<file path="config.mk">
export PLATFORM = sky130hd
export DESIGN_NAME = spi_req_slave
export DESIGN_NICKNAME = d
export VERILOG_FILES = /design/src/rtl/spi_req_pkg.sv /design/src/rtl/spi_req_sync.sv /design/src/rtl/spi_req_fifo.sv /design/src/rtl/spi_req_slave.sv
export SDC_FILE = /design/constraint.sdc
export NUM_CORES = 1
export LEC_CHECK = 0
export BUFFER_PORTS_ARGS = -buffer_cell sky130_fd_sc_hd__buf_4
export CAP_MARGIN = 30
export CELL_PAD_IN_SITES_DETAIL_PLACEMENT = 0
export CELL_PAD_IN_SITES_GLOBAL_PLACEMENT = 1
export CORE_ASPECT_RATIO = 1.4
export CORE_UTILIZATION = 45
export DETAILED_ROUTE_END_ITERATION = 10
export PLACE_DENSITY_LB_ADDON = 0.3
export SYNTH_ARGS = -nofsm -noshare
export SYNTH_HDL_FRONTEND = slang
export SYNTH_HIERARCHICAL = 1
export SYNTH_SLANG_ARGS = --single-unit
</file>
<file path="constraint.sdc">
create_clock -name clk -period 3.8 [get_ports clk]
set_input_delay 0.76 -clock clk [delete_from_list [all_inputs] [get_ports clk]]
set_output_delay 0.76 -clock clk [all_outputs]
set_load 0.02 [all_outputs]
</file>
<file path="src/rtl/spi_req_pkg.sv">
package spi_req_pkg;

    // Source selection for the host-request output
    typedef enum logic [1:0] {
        REQ_OFF  = 2'b00,
        REQ_RX   = 2'b01,
        REQ_TX   = 2'b10,
        REQ_BOTH = 2'b11
    } req_mode_e;

endpackage

</file>
<file path="src/rtl/spi_req_sync.sv">
module spi_req_sync #(
    parameter int               WIDTH   = 1,
    parameter int               STAGES  = 2,
    parameter logic [WIDTH-1:0] RST_VAL = '0
) (
    input  logic             clk,
    input  logic             rst_n,
    input  logic [WIDTH-1:0] din,
    output logic [WIDTH-1:0] dout
);

    logic [WIDTH-1:0] stage_q [STAGES];

    always_ff @(posedge clk or negedge rst_n) begin
        if (!rst_n) begin
            for (int i = 0; i < STAGES; i++) stage_q[i] <= RST_VAL;
        end else begin
            stage_q[0] <= din;
            for (int i = 1; i < STAGES; i++) stage_q[i] <= stage_q[i-1];
        end
    end

    assign dout = stage_q[STAGES-1];

endmodule

</file>
<file path="src/rtl/spi_req_fifo.sv">
module spi_req_fifo #(
    parameter int WIDTH = 24,
    parameter int DEPTH = 4
) (
    input  logic             clk,
    input  logic             rst_n,
    input  logic             clr,
    input  logic             push,
    input  logic [WIDTH-1:0] wdata,
    input  logic             pop,
    output logic [WIDTH-1:0] rdata,
    output logic             empty,
    output logic             full
);

    localparam int AW   = (DEPTH > 1) ? $clog2(DEPTH) : 1;
    localparam int CNTW = $clog2(DEPTH + 1);

    typedef struct packed {
        logic [AW-1:0]   wp;
        logic [AW-1:0]   rp;
        logic [CNTW-1:0] cnt;
    } fifo_st_t;

    fifo_st_t         q, d;
    logic [WIDTH-1:0] mem_q [DEPTH];
    logic             do_push, do_pop;

    function automatic logic [AW-1:0] ptr_inc(input logic [AW-1:0] p);
        return (p == AW'(DEPTH - 1)) ? '0 : p + 1'b1;
    endfunction

    assign full    = (q.cnt == CNTW'(DEPTH));
    assign empty   = (q.cnt == '0);
    assign do_pop  = pop && !empty;
    assign do_push = push && (!full || do_pop);
    assign rdata   = mem_q[q.rp];

    always_comb begin
        d = q;
        if (clr) begin
            d = '0;
        end else begin
            if (do_push) d.wp = ptr_inc(q.wp);
            if (do_pop)  d.rp = ptr_inc(q.rp);
            case ({do_push, do_pop})
                2'b10:   d.cnt = q.cnt + 1'b1;
                2'b01:   d.cnt = q.cnt - 1'b1;
                default: d.cnt = q.cnt;
            endcase
        end
    end

    always_ff @(posedge clk or negedge rst_n) begin
        if (!rst_n) q <= '0;
        else        q <= d;
    end

    always_ff @(posedge clk) begin
        if (do_push && !clr) mem_q[q.wp] <= wdata;
    end


    fifo_grow_chk: assert property (@(posedge clk) disable iff (!rst_n)
        (push && !pop && !full && !clr) |=> (q.cnt == $past(q.cnt) + CNTW'(1)));


    fifo_swap_chk: assert property (@(posedge clk) disable iff (!rst_n)
        (push && pop && full && !clr) |=> full);

endmodule

</file>
<file path="src/rtl/spi_req_slave.sv">
module spi_req_slave
    import spi_req_pkg::*;
#(
    parameter int WORD_W      = 24,
    parameter int FIFO_DEPTH  = 4,
    parameter int SYNC_STAGES = 2
) (
    input  logic              clk,
    input  logic              rst_n,
    input  logic              cfg_en,
    input  logic              cfg_cpol,
    input  logic              cfg_cpha,
    input  logic [1:0]        cfg_req_mode,
    input  logic              tx_wr,
    input  logic [WORD_W-1:0] tx_data,
    input  logic              rx_rd,
    output logic [WORD_W-1:0] rx_data,
    output logic              tx_empty,
    output logic              rx_nempty,
    output logic              overrun,
    output logic              tx_overwrite,
    input  logic              sck,
    input  logic              mosi,
    input  logic              ss_n,
    output logic              miso,
    output logic              host_req
);

    localparam int              CW       = $clog2(WORD_W);
    localparam logic [CW-1:0]   LAST_BIT = CW'(WORD_W - 1);

    typedef struct packed {
        logic [WORD_W-1:0] sr;        // shared shift register
        logic [WORD_W-1:0] txh;       // transmit holding register
        logic              txh_full;
        logic [CW-1:0]     bits;      // sampled bits of current word
        logic              act;       // word in progress
        logic              loaded;    // fresh load not yet consumed
        logic              sck_prev;
        logic              ovr;
        logic              wov;
        logic              hreq;
    } slave_st_t;

    slave_st_t         q, d;
    logic              sck_s, mosi_s, ss_s;
    logic              rise, fall, lead, trail, sel, samp, load;
    logic              push, fifo_full, fifo_empty, fifo_pop;
    logic [WORD_W-1:0] push_word;
    logic              rx_ok, tx_ok;

    spi_req_sync #(
        .WIDTH  (3),
        .STAGES (SYNC_STAGES),
        .RST_VAL(3'b001)
    ) i_sync (
        .clk  (clk),
        .rst_n(rst_n),
        .din  ({sck, mosi, ss_n}),
        .dout ({sck_s, mosi_s, ss_s})
    );

    // Edge classification from the synchronized clock
    assign rise      = sck_s && !q.sck_prev;
    assign fall      = !sck_s && q.sck_prev;
    assign lead      = cfg_cpol ? fall : rise;
    assign trail     = cfg_cpol ? rise : fall;
    assign sel       = !ss_s;
    assign samp      = sel && (cfg_cpha ? trail : lead);
    assign load      = cfg_en && q.txh_full && !q.act && !(sel && lead);
    assign push_word = {q.sr[WORD_W-2:0], mosi_s};
    assign rx_ok     = !q.act && !fifo_full;
    assign tx_ok     = q.loaded;
    assign fifo_pop  = rx_rd && cfg_en;

    always_comb begin
        d          = q;
        push       = 1'b0;
        d.sck_prev = sck_s;
        if (!cfg_en) begin
            d          = '0;
            d.sck_prev = sck_s;
        end else begin
            if (!sel) begin
                d.bits = '0;
                d.act  = 1'b0;
            end else begin
                if (lead) d.act = 1'b1;
                if (samp) begin
                    d.sr = push_word;
                    if (q.bits == LAST_BIT) begin
                        d.bits = '0;
                        d.act  = 1'b0;
                        push   = 1'b1;
                    end else begin
                        d.bits = q.bits + 1'b1;
                    end
                end
            end
            if (load) begin
                d.sr       = q.txh;
                d.txh_full = 1'b0;
                d.loaded   = 1'b1;
            end
            if (sel && lead && !q.act) d.loaded = 1'b0;
            if (tx_wr) begin
                if (q.txh_full && !load) d.wov = 1'b1;
                d.txh      = tx_data;
                d.txh_full = 1'b1;
            end
            if (push && fifo_full && !rx_rd) d.ovr = 1'b1;
            case (req_mode_e'(cfg_req_mode))
                REQ_RX:   d.hreq = rx_ok;
                REQ_TX:   d.hreq = tx_ok;
                REQ_BOTH: d.hreq = rx_ok && tx_ok;
                default:  d.hreq = 1'b0;
            endcase
        end
    end

    always_ff @(posedge clk or negedge rst_n) begin
        if (!rst_n) q <= '0;
        else        q <= d;
    end

    spi_req_fifo #(
        .WIDTH(WORD_W),
        .DEPTH(FIFO_DEPTH)
    ) i_fifo (
        .clk  (clk),
        .rst_n(rst_n),
        .clr  (!cfg_en),
        .push (push),
        .wdata(push_word),
        .pop  (fifo_pop),
        .rdata(rx_data),
        .empty(fifo_empty),
        .full (fifo_full)
    );

    assign miso         = q.sr[WORD_W-1];
    assign host_req     = q.hreq;
    assign tx_empty     = !q.txh_full;
    assign rx_nempty    = !fifo_empty;
    assign overrun      = q.ovr;
    assign tx_overwrite = q.wov;


    en_clear_chk: assert property (@(posedge clk) disable iff (!rst_n)
        !cfg_en |=> (!host_req && tx_empty && !rx_nempty && !overrun && !tx_overwrite));


    load_hold_chk: assert property (@(posedge clk) disable iff (!rst_n)
        (cfg_en && q.act && q.txh_full) |=> !tx_empty);


    req_drop_chk: assert property (@(posedge clk) disable iff (!rst_n)
        $rose(q.act) |=> !host_req);


    abort_nopush_chk: assert property (@(posedge clk) disable iff (!rst_n)
        ss_s |-> !push);


    ovr_sticky_chk: assert property (@(posedge clk) disable iff (!rst_n)
        (overrun && cfg_en) |=> overrun);


    wov_sticky_chk: assert property (@(posedge clk) disable iff (!rst_n)
        (tx_overwrite && cfg_en) |=> tx_overwrite);

endmodule

</file>
==> out/summary.txt <==
Final Critical Period -> 2.83 ns
Initial Util -> 46.2%
clk_lat worst skew -> 0.41 ns
Leak -> 3.27 nW
Total Wirelength -> 12,700 um
diode count -> 0
initial antenna violation count -> 0
# IOs -> 66
DR WL/cell -> 17.1 um
clock root buffer -> clkbuf_16
Fmax achieved -> 354 MHz
CORE AREA -> 15,100 um2
worst hold path class -> primary input to async pin
vias per cell -> 5.38
fin nets -> 581
synthesized flop and latch total -> 169
Final ANT Viol Nets -> 0
Die Ht -> 149 um
Port Buf Inserts -> 65
post-route clock skew -> 0.0124 ns
crit path launch type -> primary input
CP startpoint -> cfg_cpol
TritonCTS clock tree -> yes
Mapped Avg Cell Area -> 14.7 um2
cts hold-fix bufs -> 0
Die X -> 107 um
Synth area leader -> edfxtp_1
DRC -> 0
Critical Path RT -> 4.14 ns
CP cell instances -> buf_4 -> xnor2_2 -> mux2i_2 -> nand2_1 -> nor2_1 -> buf_4 -> nor2_1 -> fa_1 -> or4_1 -> a31oi_1
area grow syn2layout -> 17.9%
Distinct cells, synth -> 50
Clock transition at path regs -> 0.07 ns
sequential share of the synthesized area -> 67.5%
Post-synth EDFFs -> 96
max cap viols -> 0
Reg-to-Reg Start -> q[6]
placer congestion estimate -> 0.750
Longest Clk Path Bufs -> 2
Synth top area share -> 41.3%
layout cells sized above 1 -> 26.5%
crit-path max cell delay -> 0.52 ns
WP data arrival -> 3.17 ns
Post-synth ARST share -> 43.2%
post-synthesis cell area -> 6990 um2
actual slew at the worst max-slew pin -> 0.522 ns
largest cells by area after synthesis -> edfxtp_1 (41%), dfrtp_1 (25%), mux4_2 (7.7%)
Syn. warnings -> 6
Syn Inst Count -> 474
crit share post-route -> 74.4%
Worst path slowest cell -> or4_1
via count -> 3,995
CP Class -> primary input to register
Power Density -> 475 nW/um2
Site Rows -> 53
CTS buffer count -> 17
Detailed Route Iter0 Violations -> 206
largest net degree at the start of global routing -> 74
critical path peak fanout -> 7
kind of end point of the critical path -> register
Design Power -> 3.91 mW
count of pins over their slew limit -> 0
CTS sink cnt -> 169
total grt overflow -> 0
H-tree depth -> 4
post-route setup TNS -> 0 ns
slew margin rel. -> 65.2%
vias in the first global route -> 4,115
Pre-antenna DRT Iters -> 4
RSZ-0062 raised after global routing -> no
syn nets -> 517
DP HPWL -> 8190 um
worst IR drop on VDD -> 318 uV
total track usage -> 17.6%
# setup viols final -> 0
crit-path leading delay family -> simple AND/OR/NAND/NOR gates
die area -> 16,000 um2
first-pass GRT wire length -> 21,300 um
# Post-CTS Setup Buffers -> 0
final hold vios -> 0
PostCTS Resize Cnt -> 0
crit path buf inv count -> 2
status -> complete, no violations
predominant post-synthesis flop cell -> edfxtp_1
[final cells by class]
class	instances	area, um2
fillers	1295	6890
flip-flops and latches	169	4710
multi-input cells	266	2070
repair buffers	77	598
clock buffers	18	429
well taps	192	240
clock inverters	14	159
inverters	7	26.3
[power breakdown]
part,switching (mW),total (mW),internal [mW]
logic,0.107,0.188,0.0810
clock network,0.742,1.67,0.931
registers,0.0538,2.05,2.00
total,0.903,3.91,3.01
[metal layers]
metal	vias to the layer above	GRT usage [%]	share of wire [%]
met2	84	28.9	52
met1	2003	22.6	43
met3	11	4.44	4.1
met4	0	6.44	1.2
li1	1897	-	-
met5	-	0	0
[cells in the mapped netlist, drive strengths merged (4+ instances only)]
cell type  count
edfxtp        96
dfrtp         71
nand2         55
nor2          37
mux2i         32
o21ai         29
a31oi         27
buf           24
mux4          24
a21oi          8
clkbuf         8
and2           7
inv            7
ha             6
nand2b         4
[cells in the final DEF, fill, tap and decap left out, types with 6 or more instances in the layout]
master      n
buf_4      76
and2_1      7
mux4_2     24
a21oi_1     8
inv_1       6
dfrtp_1    71
nor2_1     36
o21ai_1    12
ha_1        6
mux2i_1    30
a31oi_1    27
nand2_1    55
o21ai_0    17
clkbuf_16  17
edfxtp_1   96
[state kept, by name, indices dropped and copies added (netlist names), 3 cells and up]
| signal | flops |
|---|---|
| i_fifo/mem_q | 96 |
| i_sync/stage_q | 3 |
| i_sync/dout | 3 |
| q | 32 |
| push_word | 23 |
| i_fifo/q | 7 |
[kinds of logic after synthesis]
family	share of synthesized area, %
compound gates	6.57
xor+xnor	0.484
fa+ha+maj	1.36
buf+inv	3.17
flops	67.5
mux	12.8
simple gates	8.20
[metrics by stage]
| stage | utilization (%) | cells | hold slack (ns) | cell area (um2) | setup WS (ns) |
|---|---|---|---|---|---|
| 3_5_place_dp | 50.4 | 710 | 0.338 | 7620 | 0.511 |
| 6_report | 54.5 | 743 | 0.332 | 8230 | 0.971 |
| 5_1_grt | 54.5 | 743 | 0.359 | 8230 | 0.829 |
| 2_1_floorplan | - | 474 | 0.331 | 6990 | 0.605 |
| 4_1_cts | 54.3 | 742 | 0.353 | 8210 | 0.940 |
| 3_3_place_gp | 50.4 | 710 | 0.334 | 7620 | 0.627 |
[final timing paths]
path,endpoint,slack [ns],cells past startpoint
worst max-delay path,i_fifo/q[2],0.97,10
worst min-delay path,i_fifo/q[2],0.33,2
worst max register to register,i_fifo/q[2],1.14,9
worst min register to register,i_sync/dout[1],0.35,0
max in group asynchronous,i_sync/dout[0],3.11,2
min in group clk,i_sync/dout[1],0.35,0
(Power assumes the default switching activity.)
